### config.mk
export PLATFORM = sky130hd
export DESIGN_NAME = tp_ram
export DESIGN_NICKNAME = d
export VERILOG_FILES = /design/src/rtl/tp_ram_pkg.sv /design/src/rtl/tp_ram_cells.sv /design/src/rtl/tp_ram_rdstage.sv /design/src/rtl/tp_ram.sv
export SDC_FILE = /design/constraint.sdc
export NUM_CORES = 1
export LEC_CHECK = 0
export ABC_CLOCK_PERIOD_IN_PS = 2800
export CAP_MARGIN = 20
export CORE_AREA = 2 2 225 161
export CTS_BUF_LIST = sky130_fd_sc_hd__clkbuf_2
export DETAILED_ROUTE_END_ITERATION = 8
export DIE_AREA = 0 0 227 163
export SLEW_MARGIN = 10
export SYNTH_ARGS = -nofsm -noshare
export SYNTH_HDL_FRONTEND = slang
export SYNTH_HIERARCHICAL = 1
export SYNTH_SLANG_ARGS = --single-unit
### constraint.sdc
create_clock -name clk -period 2.8 [get_ports clk]
set_clock_uncertainty 0.05 [all_clocks]
set_input_delay 0.56 -clock clk [delete_from_list [all_inputs] [get_ports clk]]
set_output_delay 0.56 -clock clk [all_outputs]
set_load 0.02 [all_outputs]
### src/rtl/tp_ram_pkg.sv
package tp_ram_pkg;
  localparam int POL_OLD  = 0;
  localparam int POL_NEW  = 1;
  localparam int POL_KEEP = 2;

  function automatic bit policy_valid(input int p);
    return (p == POL_OLD) || (p == POL_NEW) || (p == POL_KEEP);
  endfunction
endpackage

### src/rtl/tp_ram_cells.sv
module tp_ram_cells #(
  parameter int DATA_W = 16,
  parameter int DEPTH  = 16,
  parameter int ADDR_W = 4
) (
  input  logic              clk,
  input  logic              we,
  input  logic [ADDR_W-1:0] waddr,
  input  logic [DATA_W-1:0] wdata,
  input  logic [ADDR_W-1:0] raddr,
  output logic [DATA_W-1:0] rword
);
  // No reset on the cells: lets the array map onto dense memory.
  logic [DATA_W-1:0] cells [DEPTH];

  always_ff @(posedge clk) begin
    if (we) cells[waddr] <= wdata;
  end

  // Asynchronous look-up; sees the contents from before this edge's write.
  assign rword = cells[raddr];
endmodule

### src/rtl/tp_ram_rdstage.sv
module tp_ram_rdstage
  import tp_ram_pkg::*;
#(
  parameter int DATA_W    = 16,
  parameter int ADDR_W    = 4,
  parameter int RD_POLICY = POL_OLD
) (
  input  logic              clk,
  input  logic              rst_n,
  input  logic              rd_en,
  input  logic [ADDR_W-1:0] rd_addr,
  input  logic              wr_en,
  input  logic [ADDR_W-1:0] wr_addr,
  input  logic [DATA_W-1:0] wr_data,
  input  logic [DATA_W-1:0] arr_word,
  output logic [DATA_W-1:0] rd_data
);
  logic              overlap;
  logic [DATA_W-1:0] next_word;
  logic [DATA_W-1:0] out_q;

  assign overlap = wr_en && (wr_addr == rd_addr);

  // Policy mux in front of the one output register.
  always_comb begin
    next_word = arr_word;
    if (overlap) begin
      if (RD_POLICY == POL_NEW)       next_word = wr_data;
      else if (RD_POLICY == POL_KEEP) next_word = out_q;
    end
  end

  always_ff @(posedge clk) begin
    if (!rst_n)     out_q <= '0;
    else if (rd_en) out_q <= next_word;
  end

  assign rd_data = out_q;

  generate
    if (!policy_valid(RD_POLICY)) begin : g_bad_policy
      $error("tp_ram: RD_POLICY must be 0, 1 or 2");
    end
  endgenerate

  assert_idle_hold_R7: assert property (@(posedge clk) disable iff (!rst_n)
    !rd_en |=> $stable(rd_data));

  assert_raw_next_R9: assert property (@(posedge clk) disable iff (!rst_n)
    ($past(wr_en) && rd_en && (rd_addr == $past(wr_addr)) && !overlap)
      |=> rd_data == $past(wr_data, 2));

  generate
    if (RD_POLICY == POL_OLD) begin : g_chk_old
      assert_old_word_R4: assert property (@(posedge clk) disable iff (!rst_n)
        (rd_en && overlap) |=> rd_data == $past(arr_word));
    end else if (RD_POLICY == POL_NEW) begin : g_chk_new
      assert_new_word_R5: assert property (@(posedge clk) disable iff (!rst_n)
        (rd_en && overlap) |=> rd_data == $past(wr_data));
    end else begin : g_chk_keep
      assert_keep_word_R6: assert property (@(posedge clk) disable iff (!rst_n)
        (rd_en && overlap) |=> $stable(rd_data));
    end
  endgenerate
endmodule

### src/rtl/tp_ram.sv
module tp_ram
  import tp_ram_pkg::*;
#(
  parameter int DATA_W    = 16,
  parameter int DEPTH     = 16,
  parameter int RD_POLICY = POL_OLD,
  localparam int ADDR_W   = (DEPTH > 1) ? $clog2(DEPTH) : 1
) (
  input  logic              clk,
  input  logic              rst_n,
  input  logic              wr_en,
  input  logic [ADDR_W-1:0] wr_addr,
  input  logic [DATA_W-1:0] wr_data,
  input  logic              rd_en,
  input  logic [ADDR_W-1:0] rd_addr,
  output logic [DATA_W-1:0] rd_data
);
  logic [DATA_W-1:0] arr_word;

  tp_ram_cells #(.DATA_W(DATA_W), .DEPTH(DEPTH), .ADDR_W(ADDR_W)) u_cells (
    .clk(clk), .we(wr_en), .waddr(wr_addr), .wdata(wr_data),
    .raddr(rd_addr), .rword(arr_word)
  );

  tp_ram_rdstage #(.DATA_W(DATA_W), .ADDR_W(ADDR_W), .RD_POLICY(RD_POLICY)) u_rd (
    .clk(clk), .rst_n(rst_n), .rd_en(rd_en), .rd_addr(rd_addr),
    .wr_en(wr_en), .wr_addr(wr_addr), .wr_data(wr_data),
    .arr_word(arr_word), .rd_data(rd_data)
  );
endmodule

Word level (Yosys, flattened, before mapping)

Memory sizes are Yosys's and may differ from the RTL's. A register that Yosys moved wholly into a read port is not among the register bits.
Cells that the tools add are included.
Widths: inputs -> output; s select.

Flip-flop bits (word level): 0
Bits in latches: 0
Memory bits (writable): 256
Memory bits (read-only): 0
Input port bits: 28
Logic and storage cells: 4
Memories: 1

Add/subtract/negate cells: 0
Multiply operators: 0
Divide/modulo/power cells: 0
Magnitude comparators: 0
Equal/unequal tests: 0
Shift operators: 0
Muxes and demuxes: 2
Bitwise operators: 0
Reductions and logical operators: 1

Memories:

| name          | words | width | read ports | clocked after memory_dff | write ports | RTL line           | text |
|---|---|---|---|---|---|---|---|
| u_cells.cells | 16    | 16    | 1          | 1                        | 1           | tp_ram_cells.sv:14 | `logic [DATA_W-1:0] cells [DEPTH];` |

Operator list:

| kind            | count |
|---|---|
| $mux 1          | 2 |
| $logic_not 1->1 | 1 |

Longest topological paths before layout

Gate-level depths: netlist of the first run.

Depth after elaboration: 2
Depth in mapped cells: 7
Depth with buffers taken out: 5

Cells and area by module

The synthesis of the first run kept the hierarchy.

By module, submodules not included:

| module         | instances | cells each | area each (um^2) | sequential area each (um^2) |
|---|---|---|---|---|
| tp_ram_cells   | 1         | 416        | 9723.1           | 7687.4 |
| tp_ram_rdstage | 1         | 51         | 615.6            | 320.3 |

Worst setup path after synthesis of the first run

No wires, ideal clock.

Path type: input -> register
Start: in wr_addr[2]
End: mem u_cells.cells[0][0] (enable)
Setup time: 0.409 ns
Arrival time: 2.206 ns
Required time: 2.341 ns
Path slack: 0.135 ns
Cell stages on the path: 2
Path buffers: 0
Path through: or3b_2 -> nor3_1

RTL lines:

| item            | RTL line           | text |
|---|---|---|
| start, declared | tp_ram.sv:12       | `input logic [ADDR_W-1:0] wr_addr,` |
| end, declared   | tp_ram_cells.sv:14 |  |

Straight into the memory's write port.

Worst setup path in the final report of the first run

Start: reg u_rd.out_q[9] (netlist: u_rd/rd_data[9]), read port of u_cells.cells
End: out rd_data[9]

RTL lines:

| item            | RTL line             | text |
|---|---|---|
| start, declared | tp_ram_rdstage.sv:20 | `logic [DATA_W-1:0] out_q;` |
| end, declared   | tp_ram.sv:16         | `output logic [DATA_W-1:0] rd_data` |

No word-level cell between the ends.

==> results of run 1 <==
[logic make-up (layout without fill, tap and decap cells)]
kind of cell,count (synthesis),count (layout),share of synthesized area (%)
flops,272,272,77.5
mux,80,80,15.9
simple gates,59,59,2.83
compound gates,32,32,2.32
buf+inv,24,180,1.54
[area by class of cell]
| class | instances | area share (%) |
|---|---|---|
| flip-flops and latches | 272 | 66.4 |
| clock buffers | 91 | 3.78 |
| multi-input cells | 171 | 18.4 |
| repair buffers | 70 | 5.81 |
| clock inverters | 19 | 0.622 |
| well taps | 480 | 4.98 |
[stage by stage]
step                      setup slack, ps  area, um2  std cells  utilization [%]  hold WS [ps]
final                                 239      12100       1103             34.3           483
after global routing                  110      12100       1103             34.3           505
after CTS                             149      12100       1103             34.3           464
after detailed placement              221      11500        993             32.8           466
after global placement                286      11500        993             32.8           448
after floorplan                       135      10300        467                -           539
[where the power goes]
| part | internal (W) | leakage (nW) | switching (W) |
|---|---|---|---|
| registers | 0.00454 | 2.44 | 0.0000306 |
| clock network | 0.000868 | 0.423 | 0.00154 |
| logic | 0.000226 | 1.06 | 0.000273 |
[cell usage after synthesis, types with 2 or more instances]
cell type | n | share of area [%]
a22oi_1 | 32 | 2.3
buf_1 | 3 | 0.11
buf_2 | 3 | 0.15
buf_4 | 3 | 0.22
buf_6 | 5 | 0.54
clkbuf_1 | 9 | 0.33
dfxtp_1 | 16 | 3.1
edfxtp_1 | 256 | 74
mux2i_1 | 16 | 1.5
mux4_1 | 10 | 2.5
mux4_2 | 54 | 12
nand2_1 | 17 | 0.62
nand2b_1 | 2 | 0.12
nand3b_1 | 2 | 0.15
nor2_1 | 13 | 0.47
nor2b_1 | 18 | 1.1
nor3_1 | 4 | 0.19
[state kept, by name, summed over array words and instances (netlist names)]
register,cells
u_rd/rd_data,16
u_cells/cells,256
[placed cells by master, fill, tap and decap left out]
cell type	count
buf_2	1
and2_1	1
buf_4	22
nand3_1	1
clkinv_1	13
clkdlybuf4s50_1	41
nand2b_1	2
nand3b_1	2
or3b_2	1
mux4_2	54
nor2b_1	18
clkinv_2	3
edfxtp_1	256
nor3_2	4
nand2_1	17
dfxtp_1	16
buf_12	6
mux2i_1	16
inv_2	3
mux4_1	10
nor2_1	1
clkbuf_2	91
a22oi_1	32
nor2_2	12
[per-layer routing]
| layer | global-route usage [%] | share of wire (%) | vias up |
|---|---|---|---|
| li1 | - | - | 2221 |
| met1 | 19.3 | 47 | 2671 |
| met2 | 18.7 | 43 | 219 |
| met3 | 3.52 | 8.0 | 37 |
| met4 | 3.21 | 1.3 | 0 |
| met5 | 0 | 0 | - |
[final timing paths]
kind | cells after the start | slack [ps] | endpoint
worst max-delay path | 1 | 240 | rd_data[9]
worst min-delay path | 2 | 480 | u_rd/rd_data[2]
worst max register to register | 5 | 1150 | u_rd/rd_data[0]
worst min register to register | 2 | 480 | u_rd/rd_data[2]
==> metrics.cfg, run 1 <==
[run_status]
status=complete, no violations

[sta]
grt_setup_unrepaired=false
slew-limit-headroom_pct=27.2
fin_crit_ps=2560
drv_slew=0
hold_viol=0
setup_viol=0
fin_crit_sh_pct=91.4
fmax_mhz=391
worst_pin_slew_ps=1090
fin_setup_tns_ps=0

[floorplanning]
die_area_mm2=0.0370
coreArea_mm2=0.0351
die_w_um=227
ios=44
rows=58
start_util_pct=29.4
die_h_um=163

[worst_setup_path]
required_ps=2190
max_stage_delay_ps=650
worst-path-buf-inv=1
crit_slowest_cell=clkdlybuf4s50_1
reg2reg_from=u_cells/cells[1][0]
cp.arrival_ps=1950
critPathLaunchType=register
crit_family=buffers and inverters
crit_chain=clkdlybuf4s50_1
crit_start=u_rd/rd_data[9]
cp-end-kind=output pin
crit_fanout=2
path_class=reg -> out

[synth]
syn_area_mm2=0.0103
synth.distinct_cells=21
synthArstFlopShare_pct=0
ys_seq_elements=272
synth_fp_nets=495
synth-main-ff-cell=edfxtp_1
ys_seq_area_share_pct=77.5
synthCells=467
avgSynthCellArea_um2=22.1
synth-edff-count=256
synth_warnings=6

[clock_tree]
post_cts_buffers=0
cts_resized=0
clk-insertion-delay-late_ps=860
cts_sinks=272
tritoncts=yes
cts.path.max_buffers=3
h-tree-depth=2
root_buffer=clkbuf_2
path_clk_slew_ps=120
cts-buffers-inserted=59
ctsHoldBuffers=0

[placement]
io_buffers=43
place_congestion=0.713
dp.final_hpwl_um=13000

[final_layout]
multiInputGateArea_mm2=0.00222
antennaDiodeCount=0
drive_above_1_share_pct=31.6
ff_latch_area_mm2=0.00801
fin_nets=602
fillers=3337
areaGrowthSynthToFinish_pct=16.7

[route]
num_vias=5148
drt_drc_violations_left=0
drt-total-wl_um=23500
detail-route-antenna-nets=0
dr.pass1.iters=4
drt_iter0_markers=514
vias_per_cell=4.67
wl_per_cell_um=21.3

[hold_path]
hold_class=reg -> reg
min_from=u_rd/rd_data[2]

[global_route]
grt_pass1_vias=5454
track_usage_pct=12.9
grt_remaining_overflow=0
grt_max_degree=65
grt_first_pass_wirelength_um=34300
antenna_found_initial=0

[pwr]
p_leak_nw=3.93
p_per_area_mw_per_mm2=619
ir_drop_v=0.000245
fin_total_pwr_w=0.00747

[job]
max_cap_viol_count=0

(Power assumes the default switching activity.)
==> inputs of run 2 (changes only) <==
--- a/config.mk
+++ b/config.mk
@@ -5,12 +5,12 @@
 export SDC_FILE = /design/constraint.sdc
 export NUM_CORES = 1
 export LEC_CHECK = 0
-export ABC_CLOCK_PERIOD_IN_PS = 2800
+export ABC_AREA = 1
 export CAP_MARGIN = 20
-export CORE_AREA = 2 2 225 161
+export CORE_AREA = 2 2 240 171
 export CTS_BUF_LIST = sky130_fd_sc_hd__clkbuf_2
 export DETAILED_ROUTE_END_ITERATION = 8
-export DIE_AREA = 0 0 227 163
+export DIE_AREA = 0 0 242 173
 export SLEW_MARGIN = 10
 export SYNTH_ARGS = -nofsm -noshare
 export SYNTH_HDL_FRONTEND = slang
==> run 2 against run 1 <==
Against the previous run:
- utilization down 0.29 points
- register-to-register slack better by 380 ps
- non-clock buffer count up 4
- sequential power about the same
- maximum frequency up 0.85%
- die area up 13%
- hold slack worse by 110 ps
- synthesized cell count up 150%
- critical path depth unchanged
- routed wire length up 23%
- critical path type unchanged
- critical endpoint is now rd_data[13]
==> metrics.cfg, run 2 <==
[floorplanning]
ios=44  ; unchanged
die_area_mm2=0.0419  ; +13%
die_w_um=242  ; +6.6%
die_h_um=173  ; +6.1%
coreArea_mm2=0.0394  ; +12%
start_util_pct=29.8  ; +0.36 points
rows=61  ; +5.2%

[worst_setup_path]
cp.arrival_ps=1930  ; -20 ps
required_ps=2190  ; about the same
crit_family=buffers and inverters
reg2reg_from=u_cells/cells[1][11]
critPathLaunchType=register
crit_fanout=2  ; unchanged
crit_slowest_cell=clkdlybuf4s50_1
rr_worst_depth=10  ; +5
cp-end-kind=output pin
rr_endpoint=u_rd/rd_data[11]
crit_chain=clkdlybuf4s50_1
max_stage_delay_ps=620  ; -30 ps
path_class=reg -> out
worst-path-buf-inv=1  ; unchanged
r2r_slack_ps=1530  ; +380 ps

[pwr]
p_per_area_mw_per_mm2=569  ; -8.1%
pwr-share-seq_pct=59.8  ; -1.3 points
p_int_w=0.00565  ; +0.39%
p_sw_share_pct=26.0  ; +1.4 points
power_frac_comb_pct=8.4  ; +1.7 points
clkPwrFrac_pct=31.9  ; -0.3 points
ir_drop_v=0.000264  ; +8.0%
switchingPower_w=0.00199  ; +7.9%
p_leak_nw=5.77  ; +47%

[route]
drt_drc_violations_left=0  ; unchanged
drt_iter0_markers=652  ; +27%
vias_per_cell=4.37  ; -6.4%
num_vias=7968  ; +55%
dr.pass1.iters=8  ; +4
drt-total-wl_um=29000  ; +23%
wl_per_cell_um=15.9  ; -25%
detail-route-antenna-nets=0  ; unchanged

[final_layout]
utilization_pct=34.1  ; -0.29 points
top_register=u_cells/cells
largest_register_ffs=256  ; unchanged
final_common_cell=nand2_1
layout_common_cells=nand2_1 (373), edfxtp_1 (256), inv_1 (212)
fin_nets=1267  ; +110%
drive_above_1_share_pct=11.7  ; -20 points
areaGrowthSynthToFinish_pct=14.3
fillers=4046  ; +21%

[synth]
ys_top_cells_by_area=edfxtp_1 (66%), nand2_1 (12%), nand3_1 (8.2%)
synthAdderAreaFrac_pct=0  ; unchanged
muxShareOfSynthArea_pct=0  ; -16 points
avgSynthCellArea_um2=10.1  ; -54%
synth.most_common_cell=nand2_1
syn_area_mm2=0.0117  ; +14%
synth_common_cells=nand2_1 (373), edfxtp_1 (256), inv_1 (212), nand3_1 (193), nor2_1 (46)
yosysTopAreaCellShare_pct=65.5  ; -8.8 points
synth_top_family_by_area=simple AND/OR/NAND/NOR gates
synth-main-ff-cell=edfxtp_1
synth_compound_area_share_pct=0  ; -2.3 points
synthArstFlopShare_pct=0  ; unchanged
synthCells=1159  ; +150%
synth-edff-count=256  ; unchanged
synth_fp_nets=1187  ; +140%
ys_seq_area_share_pct=68.2  ; -9.2 points
yosys.area_share.simple_pct=21.9  ; +19 points
synth_top_area_cell=edfxtp_1
synth_warnings=6  ; unchanged
ys_seq_elements=272  ; unchanged
synth_xor_area_share_pct=0  ; unchanged
synth.distinct_cells=15  ; -29%

[placement]
dp.final_hpwl_um=16000  ; +23%
io_buffers=43  ; unchanged
place_congestion=0.744  ; +4.3%

[run_status]
status=complete, no violations

[sta]
fmax_mhz=394  ; +0.85%
setup_viol=0  ; unchanged
hold_viol=0  ; unchanged
slew-limit-headroom_pct=44.6  ; +17 points
fin_crit_sh_pct=90.7  ; -0.77 points
worst_pin_slew_ps=830  ; -263 ps
fin_crit_ps=2540  ; -21.5 ps
grt_setup_unrepaired=false
fin_setup_tns_ps=0  ; unchanged
drv_slew=0  ; unchanged

[clock_tree]
ctsHoldBuffers=0  ; unchanged
cts_resized=0  ; unchanged
clk-insertion-delay-late_ps=910  ; +50 ps
cts_sinks=272  ; unchanged
cts.path.max_buffers=3  ; unchanged
tritoncts=yes
path_clk_slew_ps=120  ; about the same
post_cts_buffers=0  ; unchanged
cts-buffers-inserted=60  ; +1.7%
root_buffer=clkbuf_2
h-tree-depth=2  ; unchanged

[global_route]
grt_remaining_overflow=0  ; unchanged
track_usage_pct=14.1  ; +1.2 points
grt_pass1_vias=7874  ; +44%
grt_max_degree=129  ; +98%
antenna_found_initial=0  ; unchanged
grt_first_pass_wirelength_um=45500  ; +33%

[hold_path]
min_from=rst_n
hold_depth=4  ; +2
hold_class=in -> reg
min_to=u_rd/rd_data[13]

[job]
max_cap_viol_count=0  ; unchanged

-- run 2: cell count changes after synthesis, moves of 3 or more --
| cell | delta |
|---|---|
| a22oi_1 | -32 |
| mux4_1 | -10 |
| buf_2 | +16 |
| nor2b_1 | -18 |
| mux4_2 | -54 |
| inv_1 | +212 |
| nor2_2 | +3 |
| nor3_1 | -4 |
| mux2i_1 | -16 |
| nand2_1 | +356 |
| nand3_1 | +192 |
| nor2_1 | +33 |
| buf_4 | +16 |
-- run 2: layout make-up --
type	count	area, um2	share of cell area, %
clock inverter	13	48.8	0.364
tap	535	669	4.99
antenna	1	2.50	0.0187
timing repair buffer	74	781	5.82
multi-input combinational	617	2610	19.5
clock buffer	97	485	3.62
inverter	214	805	6.00
sequential	272	8010	59.7
-- run 2: power by group through the flow --
stage	clock network (W)	registers, W	logic, W
detailed placement	0	0.00466	0.000641
finish	0.00243	0.00457	0.000638
global route	0.00276	0.00458	0.000716
CTS	0.00254	0.00457	0.000643
floorplan	0	0.00467	0.000359
global placement	0	0.00466	0.000633
-- run 2: cell families after synthesis --
logic type	Yosys count
flip-flops	272
buffers and inverters	270
AND/OR/NAND/NOR	617
-- run 2: worst max path at each step --
stage | start | end | slack, ps | depth (start not counted)
after global routing | u_rd/rd_data[13] | rd_data[13] | 100 | 1
after global placement | rd_addr[0] | u_rd/rd_data[4] | 540 | 13
after detailed placement | rd_addr[0] | u_rd/rd_data[4] | 540 | 13
final | u_rd/rd_data[13] | rd_data[13] | 260 | 1
after floorplan | wr_addr[2] | u_cells/cells[10][0] | 890 | 2
after CTS | u_rd/rd_data[13] | rd_data[13] | 130 | 1
-- run 2: routing by layer --
layer  GRT usage, %  vias to the layer above  wire, um
met5              0                        -         0
li1               -                     3891         -
met1           20.0                     3793     13900
met3           3.07                       37      1930
met4           3.42                        0       295
met2           22.1                      247     12900
-- run 2: stage by stage --
stage	setup slack [ps]	hold slack (ps)	cells	power [W]	cell area, um2
finish	261	374	1823	0.00764	13400
global route	105	288	1822	0.00805	13400
CTS	131	270	1822	0.00775	13400
detailed placement	542	415	1712	0.00530	12900
global placement	539	416	1712	0.00529	12900
floorplan	890	494	1159	0.00503	11700
